<file path="src/rtl/zc_pkg.sv">
// Shared types and width helpers for the zero counter.
package zc_pkg;

    // Which end of the word the count starts from.
    typedef enum logic {
        ANCHOR_MSB = 1'b0,
        ANCHOR_LSB = 1'b1
    } zc_anchor_e;

    // Output encoding: short drops the all-zero value WIDTH.
    typedef enum logic {
        ENC_SHORT = 1'b0,
        ENC_FULL  = 1'b1
    } zc_enc_e;

    // Output width for a given data width and encoding.
    function automatic int zc_out_w(input int width, input zc_enc_e enc);
        return (enc == ENC_FULL) ? $clog2(width + 1) : $clog2(width);
    endfunction

    // Next power of two at or above width.
    function automatic int zc_pow2(input int width);
        return 1 << $clog2(width);
    endfunction

endpackage

</file>
<file path="src/rtl/zc_orient.sv">
// Places the counted end of the word at the MSB.
// In LSB mode the bits are mirrored, so the downstream tree only ever
// counts leading zeros. Assumes W >= 1.
module zc_orient
    import zc_pkg::*;
#(
    parameter int         W      = 8,
    parameter zc_anchor_e ANCHOR = ANCHOR_MSB
) (
    input  logic [W-1:0] vec_in,
    output logic [W-1:0] vec_out
);

    generate
        if (ANCHOR == ANCHOR_LSB) begin : g_mirror
            // Bit i of the output is bit W-1-i of the input.
            for (genvar i = 0; i < W; i++) begin : g_bit
                assign vec_out[i] = vec_in[W-1-i];
            end
        end else begin : g_pass
            // Already MSB-anchored; pass straight through.
            assign vec_out = vec_in;
        end
    endgenerate

endmodule

</file>
<file path="src/rtl/zc_halve_tree.sv">
// Recursive halving leading-zero network over a power-of-two width P.
//
// Each node takes (all_zero, count) from its upper and lower halves and
// forms:
//   all_zero = upper_zero & lower_zero
//   count    = {upper_zero, upper_zero ? lower_count : upper_count}
// The leaf handles two bits. An all-zero vector yields a count of all ones.
// Assumes P is a power of two and at least 2.
module zc_halve_tree #(
    parameter int P = 8,
    localparam int LG = $clog2(P)
) (
    input  logic [P-1:0]  vec,
    output logic          all_zero,
    output logic [LG-1:0] cnt
);

    generate
        if (P == 2) begin : g_leaf
            // Two-bit leaf: the count is 1 unless the upper bit is set.
            assign all_zero = ~(vec[1] | vec[0]);
            assign cnt      = ~vec[1];
        end else begin : g_node
            localparam int H = P / 2;

            logic          hi_zero;
            logic          lo_zero;
            logic [LG-2:0] hi_cnt;
            logic [LG-2:0] lo_cnt;

            zc_halve_tree #(.P(H)) u_hi (
                .vec      (vec[P-1:H]),
                .all_zero (hi_zero),
                .cnt      (hi_cnt)
            );

            zc_halve_tree #(.P(H)) u_lo (
                .vec      (vec[H-1:0]),
                .all_zero (lo_zero),
                .cnt      (lo_cnt)
            );

            // Upper-half flag is the count MSB and steers the lower-bit mux.
            assign cnt      = {hi_zero, (hi_zero ? lo_cnt : hi_cnt)};
            assign all_zero = hi_zero & lo_zero;
        end
    endgenerate

    // Node-level checks on the count this node reports.
    always_comb begin : node_chk
        if (!all_zero) begin
            // the reported bit is set and every bit above it is clear.
            p_first_one_r1: assert (vec[P-1-int'(cnt)] &&
                                    ((vec >> (P - int'(cnt))) == '0))
                else $error("tree node count does not mark the first set bit");
        end else begin
            // an empty node reports all ones and really is empty.
            p_empty_ones_r3: assert ((cnt == '1) && (vec == '0))
                else $error("empty node count is not all ones");
        end
    end

endmodule

</file>
<file path="src/rtl/zc_fixup.sv">
// Converts the power-of-two tree result into the requested encoding.
//
// PAD zero bits were prepended on the counted side, so PAD is subtracted.
// When PAD is 0 no subtractor is built: the full encoding just prefixes
// the empty flag. Assumes WIDTH <= P < 2*WIDTH.
module zc_fixup
    import zc_pkg::*;
#(
    parameter int      WIDTH = 8,
    parameter zc_enc_e ENC   = ENC_FULL,
    localparam int P   = zc_pow2(WIDTH),
    localparam int LG  = $clog2(P),
    localparam int OW  = zc_out_w(WIDTH, ENC),
    localparam int PAD = P - WIDTH
) (
    input  logic          all_zero,
    input  logic [LG-1:0] cnt,
    output logic [OW-1:0] res
);

    generate
        if (PAD == 0) begin : g_exact
            if (ENC == ENC_FULL) begin : g_full
                // An empty word becomes P: a 1 above LG zeros.
                assign res = {all_zero, (cnt & {LG{~all_zero}})};
            end else begin : g_short
                // Short encoding passes the tree count through unchanged.
                assign res = cnt;
            end
        end else begin : g_pad
            logic [LG:0] ext;
            logic [LG:0] diff;

            // Widen to P on empty input, then remove the padded zeros.
            assign ext  = all_zero ? (LG+1)'(P) : {1'b0, cnt};
            assign diff = ext - (LG+1)'(PAD);
            assign res  = diff[OW-1:0];

            // The corrected count never exceeds WIDTH.
            always_comb begin : pad_chk
                p_bound_r5: assert (int'(diff) <= WIDTH)
                    else $error("corrected count exceeds the width");
            end
        end
    endgenerate

    // An empty word yields WIDTH in full encoding.
    always_comb begin : enc_chk
        if (all_zero && ENC == ENC_FULL) begin
            p_empty_full_r3: assert (int'(res) == WIDTH)
                else $error("full encoding of an empty word is not WIDTH");
        end
    end

endmodule

</file>
<file path="src/rtl/zero_count.sv">
// Top of the log-depth leading/trailing zero counter.
//
// The word is first oriented so the counted end sits at the MSB. It is then
// zero-extended on that side to a power of two P, fed to the halving tree,
// and the result is corrected and encoded. Fully combinational; assumes
// WIDTH >= 4.
module zero_count
    import zc_pkg::*;
#(
    parameter int         WIDTH  = 16,
    parameter zc_anchor_e ANCHOR = ANCHOR_MSB,
    parameter zc_enc_e    ENC    = ENC_FULL
) (
    input  logic [WIDTH-1:0]                  data_in,
    output logic [zc_out_w(WIDTH, ENC)-1:0]   zcount_out
);

    localparam int P  = zc_pow2(WIDTH);
    localparam int LG = $clog2(P);

    logic [WIDTH-1:0] oriented;
    logic [P-1:0]     padded;
    logic             tree_zero;
    logic [LG-1:0]    tree_cnt;

    zc_orient #(.W(WIDTH), .ANCHOR(ANCHOR)) u_orient (
        .vec_in  (data_in),
        .vec_out (oriented)
    );

    // Zero-extend on the counted (upper) side up to the tree width.
    assign padded = P'(oriented);

    zc_halve_tree #(.P(P)) u_tree (
        .vec      (padded),
        .all_zero (tree_zero),
        .cnt      (tree_cnt)
    );

    zc_fixup #(.WIDTH(WIDTH), .ENC(ENC)) u_fixup (
        .all_zero (tree_zero),
        .cnt      (tree_cnt),
        .res      (zcount_out)
    );

    // Port-level checks in the full encoding.
    always_comb begin : top_chk
        if (ENC == ENC_FULL) begin
            // WIDTH is reported exactly when the word is all zero.
            p_zero_full_r3: assert ((data_in == '0) == (int'(zcount_out) == WIDTH))
                else $error("full count of WIDTH does not match an empty word");
        end
    end

endmodule

</file>
<file path="config.mk">
export PLATFORM = sky130hd
export DESIGN_NAME = zero_count
export DESIGN_NICKNAME = d
export VERILOG_FILES = /design/src/rtl/zc_pkg.sv /design/src/rtl/zc_orient.sv /design/src/rtl/zc_halve_tree.sv /design/src/rtl/zc_fixup.sv /design/src/rtl/zero_count.sv
export SDC_FILE = /design/constraint.sdc
export NUM_CORES = 1
export LEC_CHECK = 0
export BUFFER_PORTS_ARGS = -buffer_cell sky130_fd_sc_hd__buf_2
export CORE_UTILIZATION = 35
export DETAILED_ROUTE_END_ITERATION = 12
export PLACE_DENSITY = 0.67
export SLEW_MARGIN = 15
export SYNTH_ARGS = -nofsm -noshare
export SYNTH_HDL_FRONTEND = slang
export SYNTH_HIERARCHICAL = 1
export SYNTH_SLANG_ARGS = --single-unit
</file>
<file path="constraint.sdc">
create_clock -name vclk -period 3.3
set_input_delay 0.33 -clock vclk [all_inputs]
set_output_delay 0.33 -clock vclk [all_outputs]
set_load 0.05 [all_outputs]
</file>
== Word-level counts from Yosys, hierarchy flattened ==
Index checks and enable logic that the tools add are counted.

* Flip-flop bits (word level): 0
* Input port bits: 16
* Output and inout port bits: 5
* Word-level logic and storage cells: 40

* Multiplexer cells: 7
* Bitwise logic cells: 33

{| class="wikitable"
|+ Operators by type and width
! operator !! count
|-
| $not 1->1 || 17
|-
| $or 1x1->1 || 8
|-
| $and 1x1->1 || 7
|-
| $and 4x4->4 || 1
|-
| $mux 1 || 4
|-
| $mux 2 || 2
|-
| $mux 3 || 1
|}

== Depth between registers and ports, before layout ==
Gate-level depths: netlist of run 1.

* Depth in word-level cells: 7
* Gate-level depth with buffers: 6
* Depth with buffers taken out: 5

== Modules after synthesis ==
Netlist of run 1, hierarchy kept.

{| class="wikitable"
|+ Modules (own cells, without submodules)
! module !! instances !! cells each !! area each (sq um) !! seq. area each (sq um)
|-
| zc_halve_tree at u_tree.g_node.u_hi.g_node.u_hi ... || 4 || 3 || 30.0 || 0.0
|-
| zc_orient || 1 || 16 || 120.1 || 0.0
|-
| zc_halve_tree at u_tree.g_node.u_hi ... || 2 || 4 || 37.5 || 0.0
|-
| zc_halve_tree at u_tree.g_node.u_hi.g_node.u_hi.g_node.u_hi ... || 8 || 2 || 7.5 || 0.0
|-
| zc_halve_tree at u_tree || 1 || 5 || 48.8 || 0.0
|-
| zc_fixup || 1 || 5 || 32.5 || 0.0
|}

== Worst setup path after synthesis of run 1 ==
No wires, ideal clock.

* Kind: input-to-output
* Start: input data_in[14]
* End: output zcount_out[0]
* Arrival time: 1.854 ns
* Required time: 2.970 ns
* Setup slack: 1.116 ns
* Stages on the path: 6
* Buffers on the path: 1
* Cell sequence: buf_4 nor2_1 and2_2 and2_2 mux2_2 nor2b_1

* Elaborated cells on any way between the ends: 10
* Those cells by class: mux (3); bitwise (7)

{| class="wikitable"
|+ RTL lines
! item !! line !! source
|-
| start, declared || zero_count.sv:14 || <nowiki>input logic [WIDTH-1:0] data_in,</nowiki>
|-
| $or 1x1->1 || zc_halve_tree.sv:21 || <nowiki>assign all_zero = ~(vec[1] | vec[0]);</nowiki>
|-
| $not 1->1 || zc_halve_tree.sv:21 ||
|-
| via u_tree.g_node.u_hi.g_node.u_hi.g_node.hi_zero || zc_halve_tree.sv:26 || <nowiki>logic hi_zero;</nowiki>
|-
| $and 1x1->1 || zc_halve_tree.sv:45 || <nowiki>assign all_zero = hi_zero & lo_zero;</nowiki>
|-
| via u_tree.g_node.u_hi.g_node.hi_zero || zc_halve_tree.sv:26 ||
|-
| $and 1x1->1 || zc_halve_tree.sv:45 ||
|-
| via u_tree.g_node.hi_zero || zc_halve_tree.sv:26 ||
|-
| $mux 3 || zc_halve_tree.sv:44 || <nowiki>assign cnt = {hi_zero, (hi_zero ? lo_cnt : hi_cnt)};</nowiki>
|-
| via tree_cnt[0] || zero_count.sv:24 || <nowiki>logic [LG-1:0] tree_cnt;</nowiki>
|-
| $and 4x4->4 || zc_fixup.sv:25 || <nowiki>assign res = {all_zero, (cnt & {LG{~all_zero}})};</nowiki>
|-
| end, declared || zero_count.sv:15 || <nowiki>output logic [zc_out_w(WIDTH, ENC)-1:0] zcount_out</nowiki>
|}

The timed path passes the listed nets, and every way through them passes these cells.

== Worst setup path after layout of run 1 ==
* Start: input data_in[6]
* End: output zcount_out[0]

* Elaborated cells on any way between the ends: 10
* Those cells by class: mux (3); bitwise (7)

{| class="wikitable"
|+ RTL lines
! item !! line !! source
|-
| $or 1x1->1 || zc_halve_tree.sv:21 ||
|-
| $not 1->1 || zc_halve_tree.sv:21 ||
|-
| via u_tree.g_node.u_lo.g_node.hi_cnt[1] || zc_halve_tree.sv:28 || <nowiki>logic [LG-2:0] hi_cnt;</nowiki>
|-
| $and 1x1->1 || zc_halve_tree.sv:45 ||
|-
| $mux 2 || zc_halve_tree.sv:44 ||
|-
| via u_tree.g_node.lo_cnt[0] || zc_halve_tree.sv:29 || <nowiki>logic [LG-2:0] lo_cnt;</nowiki>
|-
| $mux 3 || zc_halve_tree.sv:44 ||
|-
| via tree_cnt[0] || zero_count.sv:24 ||
|-
| $and 4x4->4 || zc_fixup.sv:25 ||
|}

The timed path passes the listed nets, and every way through them passes these cells.

==> results of run 1 <==
-- power groups by stage --
stage               clock (mW)  combinational, mW  sequential (mW)
floorplan                    0             0.0466                0
global placement             0             0.0416                0
detailed placement           0             0.0421                0
CTS                          0             0.0423                0
global route                 0             0.0459                0
finish                       0             0.0418                0
-- final cells by class --
type / count / area [um^2]
Fill cell: 124 / 757.0
Inverter: 8 / 30.03
Timing Repair Buffer: 21 / 105.1
Tap cell: 14 / 17.52
Multi-Input combinational cell: 30 / 246.5
-- worst min-delay path by stage --
stage                               end  slack (ns)  startpoint  cells past startpoint
after global routing      zcount_out[3]        1.51  data_in[8]                      6
after CTS                 zcount_out[3]        1.48  data_in[8]                      6
after detailed placement  zcount_out[3]        1.48  data_in[8]                      6
after global placement    zcount_out[3]        1.48  data_in[8]                      6
final                     zcount_out[3]        1.47  data_in[8]                      6
after floorplan           zcount_out[4]        1.43  data_in[1]                      6
-- layer usage --
layer  vias up  routed length (um)
li1        161                   -
met1       117                 250
met2        11                 206
met3         0                  34
met4         0                   0
met5         -                   0
-- worst max-delay path, stage by stage --
cell	delay [ns]
buf_2	0.10
nor2_1	0.19
mux2_4	0.32
mux2_2	0.25
mux2_2	0.26
nor2b_1	0.13
buf_2	0.20
-- per-stage QoR --
stage               instance area [um^2]  setup WS (ns)
floorplan                          456.7          1.116
global placement                   399.1          1.192
detailed placement                 399.1          1.192
CTS                                399.1          1.182
global route                       399.1          1.103
finish                             399.1          1.193
-- layout by cell type (no fill, tap or decap), drive strengths merged --
cell type and instances:
and2 7, nor2 8, mux2 11, inv 8, nor2b 4, buf 21
-- kinds of logic (layout without fill, tap and decap cells) --
group	after synthesis	after routing	synth area share
buffers and inverters	32	29	0.4603
and+or+nand+nor	19	19	0.2356
muxes	11	11	0.3041
==> flow_summary.json, run 1 <==
{
  "syn_avg_cell_area_um2": 7.366,
  "p_switching_mw": 0.01957,
  "core-area_um2": 1156,
  "rsz0062_at_grt": "false",
  "gp_congestion": 0.7387,
  "design.die.area_um2": 1453,
  "fp.dieW_um": 38.12,
  "routedWlPerCell_um": 6.726,
  "p_comb_frac": 1.000,
  "seq_power_share": 0,
  "arrival_ns": 1.78,
  "seq_cell_count": 0,
  "endpoint": "zcount_out[0]",
  "fp.dieH_um": 38.12,
  "internal_power_mw": 0.02218,
  "cap_violations": 0,
  "startpoint": "data_in[6]",
  "nets": 77,
  "rows": 12,
  "criticalPathCategory": "in2out",
  "syn_area_um2": 456.7,
  "period_share": 0.6384,
  "yosys.area.top_type": "buf_4",
  "start_kind": "input port",
  "status": "finished clean",
  "p_per_area_nw_per_um2": 104.6,
  "layout_min_cycle_time_ns": 2.107,
  "syn_to_final_growth_pct": -12.60,
  "clock_buffers": 0,
  "p_leak_nw": 0.2451,
  "synth_common_cells": "buf_4 (24), inv_1 (8), nor2_1 (8)",
  "ys_types": 7,
  "final_util": 0.3452,
  "overflow": 0,
  "first_pass_iters": 1,
  "setup_viol": 0,
  "ant_nets": 0,
  "cts_resized": 0,
  "syn-num-nets": 78,
  "vias": 289,
  "diodes": 0,
  "first_global_vias": 239,
  "grt_usage": 0.07609,
  "drc": 0,
  "antenna_found_initial": 0,
  "yosysMostFrequentCell": "buf_4",
  "synth_area_leaders": "buf_4 (39%), mux2_2 (17%), mux2_4 (13%)",
  "tns_ns": 0,
  "cts_setup_buffers": 0,
  "dp_cells": 73,
  "total_power_mw": 0.04175,
  "dp_hpwl_um": 446.3,
  "grt_use_met1": 0.1007,
  "avgViaCountPerCell": 3.959,
  "grt_max_degree": 6,
  "grt_first_pass_wirelength_um": 841,
  "p_sw_frac": 0.4688,
  "tightest_slew_ns": 0.2517,
  "synthCells": 62,
  "slew_headroom": 0.8334,
  "start_util": 0.3950,
  "hold_buffers": 0,
  "drive_above_1_share": 0.6610,
  "hold_violations": 0,
  "gr-usage-met3": 0,
  "ys_seq_area_frac": 0,
  "synth_top_area_share": 0.3945,
  "ys.warnings.count": 6,
  "crit_required_ns": 2.97,
  "whs_ns": 1.474,
  "postRouteWirelength_um": 491,
  "crit_path_max_fanout": 3,
  "end_kind": "output pin",
  "drtIter0Drc": 0,
  "io_buffers": 21,
  "drv_slew": 0,
  "gr-max-usage-layer": "met2",
  "hold_class": "in2out",
  "power_frac_clock": 0,
  "regArea_um2": 0,
  "ios": 21,
  "use_met2": 0.1441,
  "fin_cells": 73,
  "ir_drop_v": 0.00003090,
  "max_freq_mhz": 474.6
}
Power figures use the tool's default switching activity.
==> run 2, diff against run 1 <==
==> constraint.sdc (replaced) <==
create_clock -name vclk -period 2.05
set_input_delay 0.205 -clock vclk [all_inputs]
set_output_delay 0.205 -clock vclk [all_outputs]
set_load 0.05 [all_outputs]
==> run 2 against run 1 <==
Global-route usage rose by 0.24 points; critical endpoint unchanged; die area stayed put; largest power group unchanged; first-iteration DRC count is the same; flip-flop and latch count is the same; non-clock buffer count is the same.
==> flow_summary.json, run 2 (synthesized netlist as in run 1, its figures left out) <==
{
  "clock_buffers": 0,
  "hold_class": "in2out",
  "core-area_um2": 1156,
  "rows": 12,
  "gp_congestion": 0.7068,
  "first_pass_iters": 1,
  "tns_ns": 0,
  "io_buffers": 21,
  "hold_buffers": 0,
  "drv_slew": 0,
  "vias": 278,
  "layout_min_cycle_time_ns": 1.850,
  "syn_to_final_growth_pct": -12.60,
  "fp.dieH_um": 38.12,
  "drtIter0Drc": 0,
  "nets": 77,
  "cap_violations": 0,
  "fillers": 124,
  "hold_violations": 0,
  "cts_resized": 0,
  "final_util": 0.3452,
  "dpl_cell_area_um2": 399.1,
  "ios": 21,
  "start_util": 0.3950,
  "multi_input_area_um2": 246.5,
  "p_per_area_nw_per_um2": 168.6,
  "rsz0062_at_grt": "false",
  "final_cell_mix": "buf_2 (21), nor2_1 (8), inv_1 (8)",
  "design.die.area_um2": 1453,
  "max_freq_mhz": 540.5,
  "arrival_ns": 1.64,
  "period_share": 0.9024,
  "first_global_vias": 235,
  "start_kind": "input port",
  "criticalPathCategory": "in2out",
  "antenna_found_initial": 0,
  "drc": 0,
  "p_leak_nw": 0.2451,
  "cts_setup_buffers": 0,
  "tightest_slew_ns": 0.2531,
  "dp_hpwl_um": 467.6,
  "slew_headroom": 0.8325,
  "diodes": 0,
  "drive_above_1_share": 0.6610,
  "crit_required_ns": 1.85,
  "ant_nets": 0,
  "ir_drop_v": 0.00008146,
  "total_power_mw": 0.06729,
  "grt_usage": 0.07850,
  "avgViaCountPerCell": 3.808,
  "seq_cell_count": 0,
  "whs_ns": 1.237,
  "overflow": 0,
  "setup_viol": 0,
  "final_common_cell": "buf_2",
  "grt_max_degree": 6,
  "finish.instance_area_um2": 399.1,
  "routedWlPerCell_um": 6.986,
  "end_kind": "output pin",
  "crit_path_max_fanout": 3,
  "regArea_um2": 0,
  "fp.dieW_um": 38.12,
  "grt_first_pass_wirelength_um": 883,
  "status": "finished clean",
  "postRouteWirelength_um": 510
}
-- run 2: cell counts in the layout (fill, tap and decap cells not counted) --
Identical to the previous run, type by type.
-- run 2: layer usage --
| metal | vias up | wire [um] | global-route usage |
|---|---|---|---|
| met3 | 0 | 38 | 0 |
| li1 | 160 | - | - |
| met1 | 107 | 260 | 0.1181 |
| met5 | - | 0 | 0 |
| met4 | 0 | 0 | 0 |
| met2 | 11 | 210 | 0.1314 |
-- run 2: cell type report --
class,instances,share of cell area
Timing Repair Buffer,21,0.2633
Inverter,8,0.07524
Tap cell,14,0.04389
Multi-Input combinational cell,30,0.6176
-- run 2: worst max-delay path: stages --
cell,delay (ns)
buf_2,0.10
nor2_1,0.18
mux2_4,0.32
mux2_2,0.25
mux2_2,0.26
nor2b_1,0.13
buf_2,0.20
-- run 2: worst paths after layout --
| kind | startpoint | endpoint | cells past startpoint |
|---|---|---|---|
| worst max-delay path | data_in[6] | zcount_out[0] | 7 |
| worst min-delay path | data_in[8] | zcount_out[3] | 6 |
-- run 2: metrics by stage --
step	setup slack, ns	cells
finish	0.2000	73
global route	0.1175	73
CTS	0.1891	73
detailed placement	0.1945	73
global placement	0.1886	73
floorplan	0.1157	62
-- run 2: power breakdown --
part	internal, mW	switching [mW]
Clock	0	0
Combinational	0.0357	0.0316
Sequential	0	0
Total	0.0357	0.0316
